<file path="src/rtl/cr_pkg.sv">
package cr_pkg;
    typedef enum logic [2:0] {
        CR_IDLE,
        CR_START,
        CR_DATA,
        CR_DECIDE,
        CR_HAND
    } cr_state_e;
endpackage

</file>
<file path="src/rtl/cr_sync.sv">
module cr_sync #(
    parameter int   STAGES = 2,
    parameter logic INIT   = 1'b0
) (
    input  logic clk,
    input  logic rst_n,
    input  logic d,
    output logic q
);
    logic [STAGES-1:0] chain;

    always_ff @(posedge clk or negedge rst_n) begin
        if (!rst_n) chain <= {STAGES{INIT}};
        else        chain <= {chain[STAGES-2:0], d};
    end

    assign q = chain[STAGES-1];
endmodule

</file>
<file path="src/rtl/cr_edge.sv">
module cr_edge #(
    parameter logic INIT = 1'b0
) (
    input  logic clk,
    input  logic rst_n,
    input  logic d,
    output logic rise,
    output logic fall
);
    logic d_q;

    always_ff @(posedge clk or negedge rst_n) begin
        if (!rst_n) d_q <= INIT;
        else        d_q <= d;
    end

    assign rise = d & ~d_q;
    assign fall = ~d & d_q;
endmodule

</file>
<file path="src/rtl/cr_bit_timer.sv">
module cr_bit_timer #(
    parameter int CW = 8
) (
    input  logic          clk,
    input  logic          rst_n,
    input  logic          clear,
    input  logic [CW-1:0] last,
    output logic          hit
);
    logic [CW-1:0] cnt;

    always_ff @(posedge clk or negedge rst_n) begin
        if (!rst_n)     cnt <= '0;
        else if (clear) cnt <= '0;
        else            cnt <= cnt + 1'b1;
    end

    assign hit = (cnt == last);
endmodule

</file>
<file path="src/rtl/char_retimer.sv">
module char_retimer #(
    parameter int CLKS_PER_BIT = 2983,
    parameter int DATA_BITS    = 8,
    parameter int SYNC_STAGES  = 2
) (
    input  logic clk,
    input  logic rst_n,
    input  logic enable,
    input  logic raw_in,
    input  logic strobe_in,
    output logic ser_out,
    output logic irq_n
);
    import cr_pkg::*;

    localparam int FIRST_WAIT = CLKS_PER_BIT + CLKS_PER_BIT / 2;
    localparam int CW         = $clog2(FIRST_WAIT + 1);
    localparam int IW         = $clog2(DATA_BITS);
    localparam logic [CW-1:0] FIRST_LAST = CW'(FIRST_WAIT - 1);
    localparam logic [CW-1:0] BIT_LAST   = CW'(CLKS_PER_BIT - 1);
    localparam logic [IW-1:0] IDX_LAST   = IW'(DATA_BITS - 1);

    logic raw_s, strobe_s;
    logic raw_rise_unused, raw_fall;
    logic stb_rise, stb_fall;
    logic tmr_clear, tmr_hit;
    logic [CW-1:0] tmr_last;

    cr_state_e state, state_nx;
    logic [IW-1:0]        idx;
    logic [DATA_BITS-1:0] shreg;
    logic                 irq_q;

    cr_sync #(.STAGES(SYNC_STAGES), .INIT(1'b1)) u_raw_sync (
        .clk(clk), .rst_n(rst_n), .d(raw_in), .q(raw_s)
    );
    cr_sync #(.STAGES(SYNC_STAGES), .INIT(1'b0)) u_stb_sync (
        .clk(clk), .rst_n(rst_n), .d(strobe_in), .q(strobe_s)
    );
    cr_edge #(.INIT(1'b1)) u_raw_edge (
        .clk(clk), .rst_n(rst_n), .d(raw_s),
        .rise(raw_rise_unused), .fall(raw_fall)
    );
    cr_edge #(.INIT(1'b0)) u_stb_edge (
        .clk(clk), .rst_n(rst_n), .d(strobe_s),
        .rise(stb_rise), .fall(stb_fall)
    );

    assign tmr_last  = (state == CR_START) ? FIRST_LAST : BIT_LAST;
    assign tmr_clear = !((state == CR_START) || (state == CR_DATA)) || tmr_hit;

    cr_bit_timer #(.CW(CW)) u_timer (
        .clk(clk), .rst_n(rst_n), .clear(tmr_clear),
        .last(tmr_last), .hit(tmr_hit)
    );

    // next-state logic
    always_comb begin
        state_nx = state;
        unique case (state)
            CR_IDLE:   if (raw_fall) state_nx = CR_START;
            CR_START:  if (tmr_hit) state_nx = CR_DATA;
            CR_DATA:   if (tmr_hit && idx == IDX_LAST) state_nx = CR_DECIDE;
            CR_DECIDE: state_nx = strobe_s ? CR_IDLE : CR_HAND;
            CR_HAND:   if (stb_fall && idx == IDX_LAST) state_nx = CR_IDLE;
            default:   state_nx = CR_IDLE;
        endcase
        if (!enable) state_nx = CR_IDLE;
    end

    // state register
    always_ff @(posedge clk or negedge rst_n) begin
        if (!rst_n) state <= CR_IDLE;
        else        state <= state_nx;
    end

    // capture, handout index and interrupt flag
    always_ff @(posedge clk or negedge rst_n) begin
        if (!rst_n) begin
            idx   <= '0;
            shreg <= '0;
            irq_q <= 1'b0;
        end else if (!enable) begin
            idx   <= '0;
            irq_q <= 1'b0;
        end else begin
            unique case (state)
                CR_IDLE: begin
                    idx   <= '0;
                    irq_q <= 1'b0;
                end
                CR_START: if (tmr_hit) begin
                    shreg <= {raw_s, shreg[DATA_BITS-1:1]};
                    idx   <= IW'(1);
                end
                CR_DATA: if (tmr_hit) begin
                    shreg <= {raw_s, shreg[DATA_BITS-1:1]};
                    idx   <= idx + 1'b1;
                end
                CR_DECIDE: begin
                    idx   <= '0;
                    irq_q <= !strobe_s;
                end
                CR_HAND: begin
                    if (stb_rise) irq_q <= 1'b0;
                    if (stb_fall) begin
                        shreg <= {1'b0, shreg[DATA_BITS-1:1]};
                        idx   <= idx + 1'b1;
                    end
                end
                default: idx <= '0;
            endcase
        end
    end

    // outputs
    always_comb begin
        ser_out = (state == CR_HAND) ? shreg[0] : raw_s;
        irq_n   = !irq_q;
    end
endmodule

</file>
<file path="config.mk">
export PLATFORM = sky130hd
export DESIGN_NAME = char_retimer
export DESIGN_NICKNAME = d
export VERILOG_FILES = /design/src/rtl/cr_pkg.sv /design/src/rtl/cr_sync.sv /design/src/rtl/cr_edge.sv /design/src/rtl/cr_bit_timer.sv /design/src/rtl/char_retimer.sv
export SDC_FILE = /design/constraint.sdc
export NUM_CORES = 1
export LEC_CHECK = 0
export ABC_AREA = 1
export BUFFER_PORTS_ARGS = -buffer_cell sky130_fd_sc_hd__buf_2
export CAP_MARGIN = 20
export CORE_AREA = 2 2 76 78
export CTS_BUF_LIST = sky130_fd_sc_hd__clkbuf_16
export CTS_CLUSTER_SIZE = 24
export DETAILED_ROUTE_END_ITERATION = 10
export DIE_AREA = 0 0 78 80
export PLACE_DENSITY = 0.53
export SYNTH_ARGS = -nofsm -noshare
export SYNTH_HDL_FRONTEND = slang
export SYNTH_SLANG_ARGS = --single-unit
</file>
<file path="constraint.sdc">
create_clock -name clk -period 3.9 [get_ports clk]
set_input_delay 0.195 -clock clk [delete_from_list [all_inputs] [get_ports clk]]
set_output_delay 0.195 -clock clk [all_outputs]
set_load 0.005 [all_outputs]
</file>
==> flow_summary.ini <==
[synth]
yosysWarnings = 0
avgSynthCellArea_um2 = 8.49
synth-edff-count = 0
netlist_instances = 219
synth.distinct_cells = 34
syn-cell-area_um2 = 1860
synth_nets = 227
yosysSeqAreaShare_pct = 46.0
synthFlopType = dfrtp_1
ys_seq_elements = 34
async_flop_share_pct = 100

[cts]
cts_setup_buffers = 0
cts_root_buf = clkbuf_16
clk_pin_slew_ns = 0.05
cts_tree = done
clockBufferDepth = 2
cts_buffers = 5
htreeDepth = 2
cts_resized = 0
cts_sinks = 34
holdBufCountCts = 0
clkLatencyLatePin_ns = 0.27

[critical_path]
cp_cell_sequence = inv_1 -> nand3_4 -> nand2_1 -> nand3_2 -> nand2_4 -> nand3b_4 -> nor2_1 -> a21oi_2
r2r_start = state[1]
ff2ff_path_depth = 8
cp_max_fo = 16
cp-start-kind = register
crit_path_end_kind = register
critical_path_buf_inv_count = 1
required_ns = 4.06
crit_family = simple AND/OR/NAND/NOR gates
crit_arrival_ns = 1.98
max_stage_delay_ns = 0.38
rrSetupSlack_ns = 2.07
r2r-end = shreg[6]
cp-startpoint = state[1]
slowest_stage = dfrtp_1
path_class = reg2reg

[floorplan]
start_util_pct = 34.4
die_area_um2 = 6240
rows = 27
core_um2 = 5410
die_h_um = 80
ios = 7
fp.dieW_um = 78

[sta]
layout_min_cycle_time_ns = 1.83
slew_viol_final = 0
tightestPinTransition_ns = 0.753
setup_viol = 0
hold_ws_ns = -0.00752
fin_crit_sh_pct = 46.9
clock_skew_ns = 0.00390
fin_tns_setup_ns = 0
max_freq_mhz = 547
max_slew_margin_pct = 49.8
hold_violations = 26
rsz0062_at_grt = false

[cells_and_area]
area_growth_pct = 11.8
drive_gt1_share_pct = 17.5
finalInstanceArea_um2 = 2080
fillers = 588
antenna_cells = 0
final_nets = 236

[drt]
dr_total_vias = 1334
vias_per_cell = 4.43
routed_wl_mm = 3.23
drcViolationCount = 0
drt-wirelength-per-cell_um = 10.7
final_antenna_net_count = 0
drtPass1Iterations = 5
drt_iter0_drc = 123

[global_routing]
grt_pass1_wl_mm = 6.07
grt_antenna_before_repair = 0
grt-ovfl-total = 0
grt_start_max_net_pins = 35
grt_pass1_vias = 1334
grtUsageTotal_pct = 12.4

[pwr]
power.internal_mw = 0.825
power.density_nw_per_um2 = 621
seq_power_share_pct = 37.9
p_comb_share_pct = 33.6
p_leak_nw = 0.982
ir_worst_vdd_mv = 0.316
total_power_mw = 1.29
p_clk_share_pct = 28.4
p_sw_mw = 0.466
swShare_pct = 36.1

[place]
hpwl_mm = 2.34
numPortBuffers = 6
dpl_cell_area_um2 = 1940
globalplace.congestion = 0.783

[run_status]
violations = negative hold slack
status = complete, but fails checks

[min_path]
hold_class = in2async

[job]
max-cap-violations = 0
[layout by cell type (no fill, tap or decap), types with 5 or more instances in the layout]
| cell type | netlist | routed |
|---|---|---|
| nand2_1 | 45 | 45 |
| nor2_1 | 31 | 31 |
| dfrtp_1 | 31 | 31 |
| inv_1 | 28 | 29 |
| xor2_1 | 10 | 10 |
| nand3_1 | 9 | 9 |
| a21oi_1 | 8 | 8 |
| o21ai_2 | 6 | 6 |
| buf_2 | 1 | 6 |
| nor3_1 | 5 | 5 |
| clkbuf_16 | 0 | 5 |
[how the worst max path moves through the flow]
stage / cells after the start / to
global placement: 8 / shreg[6]
CTS: 8 / shreg[6]
finish: 8 / shreg[6]
global route: 8 / shreg[6]
floorplan: 8 / shreg[0]
detailed placement: 8 / shreg[6]
[power by group through the flow]
stage / clock, mW / combinational [mW] / sequential, mW
3_5_place_dp: 0 / 0.441 / 0.496
6_report: 0.367 / 0.434 / 0.490
2_1_floorplan: 0 / 0.403 / 0.482
4_1_cts: 0.380 / 0.442 / 0.491
5_1_grt: 0.399 / 0.511 / 0.502
3_3_place_gp: 0 / 0.433 / 0.495
[layer usage]
layer	global-route usage (%)	vias up	wire (µm)	part of all wire, %
met5	0	-	0	0
met4	5.26	0	72	2.2
met3	3.62	7	84	2.6
met2	18.9	9	1450	45
met1	16.5	610	1630	50
li1	-	708	-	-
[flip-flops by register name, indices dropped and copies added (netlist names), 2 cells and up]
name,count
state,3
u_stb_sync.chain,2
shreg,8
u_timer.cnt,13
idx,3
u_raw_sync.chain,2
[metrics by stage]
step	setup slack, ns	instances	utilization, %
2_1_floorplan	2.42	219	-
3_3_place_gp	2.12	293	35.9
3_5_place_dp	2.06	293	35.9
4_1_cts	2.05	301	38.5
5_1_grt	1.85	301	38.5
6_report	2.07	301	38.5
[layout make-up]
class	instances	area [µm²]	area share (%)
multi-input combinational	151	853	41.0
clock buffer	5	125	6.02
sequential	34	855	41.1
tap	72	90.1	4.33
clock inverter	3	13.8	0.662
inverter	30	113	5.42
timing repair buffer	6	30.0	1.44
[cells in the mapped netlist, drive strengths merged (3+ instances only)]
| master | number | area, µm² |
|---|---|---|
| xor2 | 10 | 87.6 |
| dfrtp | 31 | 776 |
| dfstp | 3 | 78.8 |
| nand2 | 47 | 186 |
| buf | 4 | 38.8 |
| nor3 | 6 | 35.0 |
| nand4 | 4 | 25.0 |
| a21oi | 11 | 66.3 |
| ha | 3 | 37.5 |
| nor3b | 5 | 42.5 |
| nor2 | 35 | 141 |
| nand3 | 12 | 82.6 |
| o21ai | 11 | 77.6 |
| inv | 30 | 113 |
[kinds of logic after synthesis]
| family | share of synthesized area, % |
|---|---|
| and+or+nand+nor | 29.1 |
| buffers and inverters | 8.14 |
| DFF | 46.0 |
| AOI/OAI and AO/OA | 8.55 |
| xor gates and xnor gates | 5.65 |
| adders and majority gates | 2.02 |
| muxes | 0.606 |
Power figures use the tool's default switching activity.
